--- src/rtl/dhe_pkg.sv ---
package dhe_pkg;
  typedef enum logic {
    DIR_LOW  = 1'b0,
    DIR_HIGH = 1'b1
  } dir_e;
endpackage

--- src/rtl/dhe_mask_reg.sv ---
module dhe_mask_reg #(
  parameter int NUM_CH = 120
) (
  input  logic              clk,
  input  logic              rst_n,
  input  logic              wr,
  input  logic [NUM_CH-1:0] wdata,
  output logic [NUM_CH-1:0] mask_q
);
  always_ff @(posedge clk or negedge rst_n) begin
    if (!rst_n)  mask_q <= '1;
    else if (wr) mask_q <= wdata;
  end
endmodule

--- src/rtl/dhe_front.sv ---
// Stage 1: apply the mask and orient the vector so that the wanted end
// of the vector is always at index 0.
module dhe_front
  import dhe_pkg::*;
#(
  parameter int BOARD_W    = 16,
  parameter int NUM_BOARDS = 8,
  parameter int NUM_CH     = 120
) (
  input  logic                          clk,
  input  logic                          rst_n,
  input  logic                          in_valid,
  input  logic [BOARD_W*NUM_BOARDS-1:0] in_words,
  input  dir_e                          dir_in,
  input  logic [NUM_CH-1:0]             mask,
  output logic                          s1_valid,
  output dir_e                          s1_dir,
  output logic [NUM_CH-1:0]             s1_vec
);
  localparam int VEC_W = BOARD_W * NUM_BOARDS;

  logic [NUM_CH-1:0] masked;
  logic [NUM_CH-1:0] oriented;

  assign masked = in_words[NUM_CH-1:0] & mask;

  if (VEC_W > NUM_CH) begin : g_pad
    logic unused_pad_bits;
    assign unused_pad_bits = ^in_words[VEC_W-1:NUM_CH];
  end

  for (genvar i = 0; i < NUM_CH; i++) begin : g_orient
    assign oriented[i] = (dir_in == DIR_HIGH) ? masked[NUM_CH-1-i] : masked[i];
  end

  always_ff @(posedge clk or negedge rst_n) begin
    if (!rst_n) begin
      s1_valid <= 1'b0;
      s1_dir   <= DIR_LOW;
      s1_vec   <= '0;
    end else begin
      s1_valid <= in_valid;
      s1_dir   <= dir_in;
      s1_vec   <= oriented;
    end
  end
endmodule

--- src/rtl/dhe_first_set.sv ---
// Combinational search for the lowest set bit.
module dhe_first_set #(
  parameter int W  = 120,
  parameter int IW = $clog2(W)
) (
  input  logic [W-1:0]  vec,
  output logic          found,
  output logic [IW-1:0] idx
);
  always_comb begin
    found = 1'b0;
    idx   = '0;
    for (int i = W - 1; i >= 0; i--) begin
      if (vec[i]) begin
        found = 1'b1;
        idx   = IW'(i);
      end
    end
  end
endmodule

--- src/rtl/dual_hit_encoder.sv ---
module dual_hit_encoder
  import dhe_pkg::*;
#(
  parameter int BOARD_W    = 16,
  parameter int NUM_BOARDS = 8,
  parameter int NUM_CH     = 120,
  parameter int OUT_W      = 16
) (
  input  logic                          clk,
  input  logic                          rst_n,
  input  logic                          in_valid,
  input  logic [BOARD_W*NUM_BOARDS-1:0] in_words,
  input  logic                          mode_high,
  input  logic                          mask_wr,
  input  logic [NUM_CH-1:0]             mask_data,
  output logic                          out_valid,
  output logic [OUT_W-1:0]              out_word
);
  localparam int ADDR_W     = $clog2(NUM_CH);
  localparam int SLOT_W     = OUT_W / 2;
  localparam int PACK_VALID = (ADDR_W + 1 <= SLOT_W) ? 1 : 0;
  localparam logic [ADDR_W-1:0] TOP_IDX = ADDR_W'(NUM_CH - 1);

  logic [NUM_CH-1:0] mask_q;
  logic              s1_valid;
  dir_e              s1_dir;
  logic [NUM_CH-1:0] s1_vec;

  dhe_mask_reg #(.NUM_CH(NUM_CH)) u_mask (
    .clk(clk), .rst_n(rst_n), .wr(mask_wr), .wdata(mask_data), .mask_q(mask_q)
  );

  dhe_front #(.BOARD_W(BOARD_W), .NUM_BOARDS(NUM_BOARDS), .NUM_CH(NUM_CH)) u_front (
    .clk(clk), .rst_n(rst_n), .in_valid(in_valid), .in_words(in_words),
    .dir_in(dir_e'(mode_high)), .mask(mask_q),
    .s1_valid(s1_valid), .s1_dir(s1_dir), .s1_vec(s1_vec)
  );

  // Stage 2: first hit, and the vector with that hit removed.
  logic              f0_found;
  logic [ADDR_W-1:0] f0_idx;

  dhe_first_set #(.W(NUM_CH), .IW(ADDR_W)) u_find0 (
    .vec(s1_vec), .found(f0_found), .idx(f0_idx)
  );

  logic              s2_valid;
  dir_e              s2_dir;
  logic              s2_f0;
  logic [ADDR_W-1:0] s2_i0;
  logic [NUM_CH-1:0] s2_rest;

  always_ff @(posedge clk or negedge rst_n) begin
    if (!rst_n) begin
      s2_valid <= 1'b0;
      s2_dir   <= DIR_LOW;
      s2_f0    <= 1'b0;
      s2_i0    <= '0;
      s2_rest  <= '0;
    end else begin
      s2_valid <= s1_valid;
      s2_dir   <= s1_dir;
      s2_f0    <= f0_found;
      s2_i0    <= f0_idx;
      s2_rest  <= s1_vec & (s1_vec - NUM_CH'(1));
    end
  end

  // Stage 3: second hit, undo the orientation, pack.
  logic              f1_found;
  logic [ADDR_W-1:0] f1_idx;

  dhe_first_set #(.W(NUM_CH), .IW(ADDR_W)) u_find1 (
    .vec(s2_rest), .found(f1_found), .idx(f1_idx)
  );

  logic [ADDR_W-1:0] addr0, addr1;
  assign addr0 = (s2_dir == DIR_HIGH) ? TOP_IDX - s2_i0  : s2_i0;
  assign addr1 = (s2_dir == DIR_HIGH) ? TOP_IDX - f1_idx : f1_idx;

  logic [SLOT_W-1:0] slot0, slot1;

  if (PACK_VALID != 0) begin : g_flagged
    always_comb begin
      slot0 = '0;
      slot1 = '0;
      slot0[SLOT_W-1] = s2_f0;
      slot1[SLOT_W-1] = f1_found;
      slot0[ADDR_W-1:0] = s2_f0    ? addr0 : '0;
      slot1[ADDR_W-1:0] = f1_found ? addr1 : '0;
    end
  end else begin : g_coded
    always_comb begin
      slot0 = s2_f0    ? SLOT_W'(addr0) : '1;
      slot1 = f1_found ? SLOT_W'(addr1) : '1;
    end
  end

  always_ff @(posedge clk or negedge rst_n) begin
    if (!rst_n) begin
      out_valid <= 1'b0;
      out_word  <= '0;
    end else begin
      out_valid <= s2_valid;
      out_word  <= {slot1, slot0};
    end
  end
endmodule

--- config.mk ---
export PLATFORM = sky130hd
export DESIGN_NAME = dual_hit_encoder
export DESIGN_NICKNAME = d
export VERILOG_FILES = /design/src/rtl/dhe_pkg.sv /design/src/rtl/dhe_mask_reg.sv /design/src/rtl/dhe_front.sv /design/src/rtl/dhe_first_set.sv /design/src/rtl/dual_hit_encoder.sv
export SDC_FILE = /design/constraint.sdc
export NUM_CORES = 1
export LEC_CHECK = 0
export BUFFER_PORTS_ARGS = -buffer_cell sky130_fd_sc_hd__buf_2
export CORE_UTILIZATION = 40
export CTS_CLUSTER_DIAMETER = 40
export CTS_CLUSTER_SIZE = 20
export DETAILED_ROUTE_END_ITERATION = 6
export HOLD_SLACK_MARGIN = 0.08
export PLACE_DENSITY = 0.6
export SYNTH_ARGS = -nofsm -noshare
export SYNTH_HDL_FRONTEND = slang
export SYNTH_SLANG_ARGS = --single-unit
--- constraint.sdc ---
create_clock -name clk -period 2.8 [get_ports clk]
set_clock_uncertainty 0.05 [all_clocks]
set_input_delay 0.56 -clock clk [delete_from_list [all_inputs] [get_ports clk]]
set_output_delay 0.56 -clock clk [all_outputs]
set_load 0.005 [all_outputs]
# Yosys cells after proc, flatten, opt, wreduce, memory -nomap -nowiden
# Index checks and enable logic that the tools add are counted.
classes:
  n_addsub: 3
  mux: 604
  bitwise_logic: 2
op_table:
  columns: ["cell", "n"]
  rows:
  - ["two-way mux 7 bit", 244]
  - ["two-way mux 1 bit", 360]
  - ["AND 120 bit", 2]
  - ["subtractor 120 x 1 -> 120 bit (second input constant)", 1]
  - ["subtractor 7 bit (first input constant)", 2]
word_totals:
  reg_bits: 389
  in_bits: 253
  out_inout_bits: 17
  elab_cells: 620

# Depth between registers and ports, before layout
depth:
  depth_word: 123
  depth_mapped: 10

# Modules after synthesis
# From an unflattened synthesis, not the netlist that was laid out.
hier_totals:
  hier_cells: 1805
  area_unflattened_um2: 18490.2
modules_own_cells:
  columns: ["module", "instances", "cells_per_inst", "area_per_inst_um2", "seq_area_each_um2"]
  rows:
  - ["dual_hit_encoder", 1, 490, 5840.6, 3653.5]
  - ["dhe_front", 1, 508, 4913.5, 3052.9]
  - ["dhe_mask_reg", 1, 253, 4638.2, 3153.0]
  - ["dhe_first_set", 2, 277, 1549.0, 0.0]

# Worst setup path before layout
# Ideal clock, no wire load.
synth_path:
  kind: "register to register"
  start: "register u_front.s1_vec[54]"
  end: "register s2_rest[77]"
  setup_ps: 129
  arrival_time_ps: 2810
  required_ps: 2621
  slack_ps: -189
  stages_incl_launch_ff: 7
  n_path_buf: 0
  period_less_slack_ps: 2989
  cell_sequence: "dfrtp_1 > or4_1 > or3_1 > or4_1 > or4_4 > or3_4 > o41a_1"
synth_between:
  elab_chain_cells: 2
synth_rtl:
  columns: ["element", "line", "source"]
  rows:
  - ["from (decl)", "dhe_front.sv:18", "output logic [NUM_CH-1:0] s1_vec"]
  - ["from (signal assigned)", "dhe_front.sv:44", "s1_vec <= oriented;"]
  - ["subtractor 120 x 1 -> 120 bit", "dual_hit_encoder.sv:65", "s2_rest <= s1_vec & (s1_vec - NUM_CH'(1));"]
  - ["AND 120 bit", "dual_hit_encoder.sv:65", null]
  - ["to (signal assigned)", "dual_hit_encoder.sv:65", null]
  - ["to (decl)", "dual_hit_encoder.sv:51", "logic [NUM_CH-1:0] s2_rest;"]
# No other way between the ends.
# A chain may end at the register's enable or synchronous reset.

# Worst setup path in the final report
# Ends and elaborated chain as after synthesis.

==> metrics.md <==
| Metric | Value |
|---|---|
| Multi-input gate area | between 7000 and 8000 um^2 |
| HP Class | in2reg |
| Clk pwr share | 0.447 |
| Worst vdd ir | about 0.56 mV |
| Critical-path top delay cell | or4_4 |
| Leak | 10.2 nW |
| Hold slack | 0.122 ns |
| Final net count | between 2k and 2.5k |
| Die Y | about 210 um |
| Placement Rows | 76 |
| Routed length per instance | about 19 um |
| Post-route cell area | 23,100 um^2 |
| Root buffer cell | clkbuf_16 |
| Latest clock arrival within the worst-skew pair | 0.62 ns |
| Cell accounting for the most synthesized area | dfrtp_1 |
| Post-Syn Area per Cell | 10.3 um^2 |
| Placer congestion estimate | 0.934 |
| Port buffer count | 261 |
| Longest Clk Path Bufs | 3 |
| Status | finished, violations left |
| Sequential group share of total power | 0.404 |
| Post-Syn Nets | around 2.0k |
| Clock Sinks | ~390 |
| Internal Power | 0.0122 W |
| Area grow syn2layout | 30.8% |
| Die area | 45,000 um^2 |
| Setup Viol. Count Final | 8 |
| Pin count of the biggest net entering global routing | 106 |
| Global route overflow | 0 |
| Dpl hpwl | 41,200 um |
| Number of distinct library cells after synthesis | 59 |
| Core area | 43,300 um^2 |
| Ports | 270 |
| Sw Share | 0.272 |
| GRT Overall Usage | 0.238 |
| Dpl cells | 2,679 |
| Final worst path period need | 3.04 ns |
| Worst-margin pin slew | 0.704 ns |
| Critical Path Source | u_front.s1_vec[54] |
| RSZ-0062 raised after global routing | true |
| Dominant synthesized flop cell | dfrtp_1 |
| Worst-path fanout max | 2 |
| Tcrit/Tclk final | 1.08 |
| Critical Path Sink Type | register |
| Worst min-delay path startpoint | mask_data[96] |
| Vias in the first global route | approximately 15k |
| Combinational share of power | 0.149 |
| Register area | 9860 um^2 |
| CTS tree | done |
| R2R Path Start | u_front.s1_vec[54] |
| Post-Syn Area | 17,700 um^2 |
| Register bit count reported by yosys | 388 |
| Placed cell area | 20,900 um^2 |
| Relative slew slack | 0.530 |
| Synth top area cells | dfrtp_1 (38%), dfstp_2 (18%), mux2_2 (7.7%), o21ai_0 (4.5%), nand3_1 (4.1%) |
| Yosys top cell area share | 0.380 |
| Sw power | between 0.004 and 0.005 W |
| CTS clock-pin slew for the worst setup and hold paths | 0.06 ns |
| Yosys warnings | 0 |
| Drt first pass iters | 6 |
| Total CTS buffers | 56 |
| Setup ws final | -0.237 ns |
| Synth Instances | 1,716 |
| Via count | 14.9k |
| Max-cap violations | 0 |
| Synth async-reset ratio | 1.00 |
| Crit Path Class | reg2reg |
| N_diodes | 0 |
| CP delay by family, top | simple AND/OR/NAND/NOR gates |
| Power Density | 728 nW/um^2 |
| Commonest cells post-synth | dfrtp_1 (268), nand2_1 (183), o21ai_0 (159), nand3_1 (146), nor2_1 (127) |
| Initial antenna violation count | 4 |
| Final ANT Viol Nets | 0 |
| Die Wd | around 210 um |
| Final non-filler cell total | 2,793 |
| Pins Over Slew Limit | 0 |
| Initial core utilization | 0.408 |
| Worst slack at placement | -0.240 ns |
| Share of layout cells above drive strength 1 | 0.361 |
| Peak Freq | between 0.3 and 0.4 GHz |
| CP arrival | 3.47 ns |
| Fill cell count | 3,843 |
| Critical path buffers and inverters | 0 |
| Drt drc | 0 |
| Total Wirelength | 52,500 um |
| Sequential fraction of the synthesis area | 0.558 |
| Critical path startpoint category | register |
| First-pass GRT wire length | ~82,000 um |
| Failing checks | negative setup slack |
| Crit path cell chain | or4_4 -> or3_4 -> or4_4 -> or4_4 -> or3_4 -> o41a_1 |
| Max stage delay on crit path | ~0.54 ns |
| WP data required | 3.23 ns |
| Setup total negative slack | -1.23 ns |
| Count leader, synth | dfrtp_1 |
| EDFF count, synth | 0 |
| CP dominant cell by count | or4_4 |
| Hold Fails Final Rpt | 0 |
| DR iter-0 viols | roughly 1.1k |
| Routed vias/inst | roughly 5.4 |
| H-tree levels | 2 |
## per-stage QoR
step                total power, W   util
finish                      0.0168  0.534
CTS                         0.0169  0.533
global placement           0.00929  0.483
global route                0.0176  0.534
detailed placement         0.00934  0.483
floorplan                  0.00801      -
## kinds of logic (layout without fill, tap and decap cells)
group                      after synthesis  in the layout  share of synthesized area
and+or+nand+nor                        710            710                      0.199
DFF                                    388            388                      0.558
AOI/OAI and AO/OA                      384            384                      0.138
muxes                                  125            125                     0.0794
buffers and inverters                  101            593                     0.0215
xor gates and xnor gates                 6              6                    0.00298
adders and majority gates                2              2                    0.00142
## flip-flops by register name, summed over array words and instances, names as in the netlist
| name | flops |
|---|---|
| u_front.s1_vec | 120 |
| u_mask.mask_q | 120 |
| s2_rest | 119 |
| out_word | 16 |
| s2_i0 | 7 |
| out_valid | 1 |
| s2_dir | 1 |
| s2_f0 | 1 |
| s2_valid | 1 |
| u_front.s1_dir | 1 |
| u_front.s1_valid | 1 |
## worst paths after layout
check / cells after the start / end / slack [ns]
worst min-delay path: 2 / u_mask.mask_q[96] / 0.12
max in group asynchronous: 3 / u_mask.mask_q[51] / 1.41
worst max-delay path: 6 / s2_rest[77] / -0.24
min in group asynchronous: 2 / out_valid / 0.51
worst min register to register: 0 / s2_dir / 0.30
worst max register to register: 6 / s2_rest[77] / -0.24
## power groups by stage
| stage | logic (W) | clock network [W] | registers [W] |
|---|---|---|---|
| final | 0.00251 | 0.00752 | 0.00680 |
| after global routing | 0.00277 | 0.00792 | 0.00688 |
| after CTS | 0.00250 | 0.00766 | 0.00678 |
| after detailed placement | 0.00247 | 0 | 0.00687 |
| after global placement | 0.00245 | 0 | 0.00684 |
| after floorplan | 0.00126 | 0 | 0.00675 |
## cell type report
type	count	area share
multi-input cells	1227	0.325
repair buffers	434	0.119
well taps	585	0.0317
clock inverters	38	0.0244
flip-flops and latches	388	0.427
clock buffers	67	0.0642
inverters	54	0.00877
## worst register-to-register path, delay by kind of cell, from the launching register on
| kind | cells | cell delay (ns) |
|---|---|---|
| AND/OR/NAND/NOR | 5 | 2.17 |
| flip-flops | 1 | 0.38 |
| AO/OA/AOI/OAI | 1 | 0.32 |
## metal layers
layer / GRT usage / share of wire
met2: 0.374 / 0.46
met4: 0.0690 / 0.019
met1: 0.338 / 0.46
met5: 0 / 0
met3: 0.0383 / 0.062
## cell usage in the layout, fill, tap and decap left out, types with 6 or more instances in the layout
master / count
nor3_1: 48
and2_1: 36
buf_2: 258
o21ai_0: 159
mux2_2: 120
buf_12: 10
o211ai_1: 6
or2_2: 6
o31a_1: 18
clkbuf_1: 7
inv_1: 54
dfrtp_1: 268
nand3_1: 145
or4_1: 18
clkbuf_16: 56
nor4_1: 70
buf_4: 162
clkinv_4: 6
nor2b_1: 13
bufinv_16: 10
clkinvlp_4: 6
nor2_1: 127
dfstp_2: 120
o21a_1: 30
a31oi_1: 14
a21oi_1: 60
nand2_1: 183
a21boi_0: 13
nand4_1: 15
a211oi_1: 7
o21bai_1: 11
o41a_1: 12
nand2b_1: 13
a2111oi_0: 6
o31ai_1: 19
## what timing repair did
item,CTS,global route
resized for setup,8,7
buffers inserted,6,1
endpoints found under the setup margin,8,25
hold buffers,2,0
pin swaps,6,3
hold endpoints to repair,52,0
No activity file was read; power rests on OpenSTA's default activity.
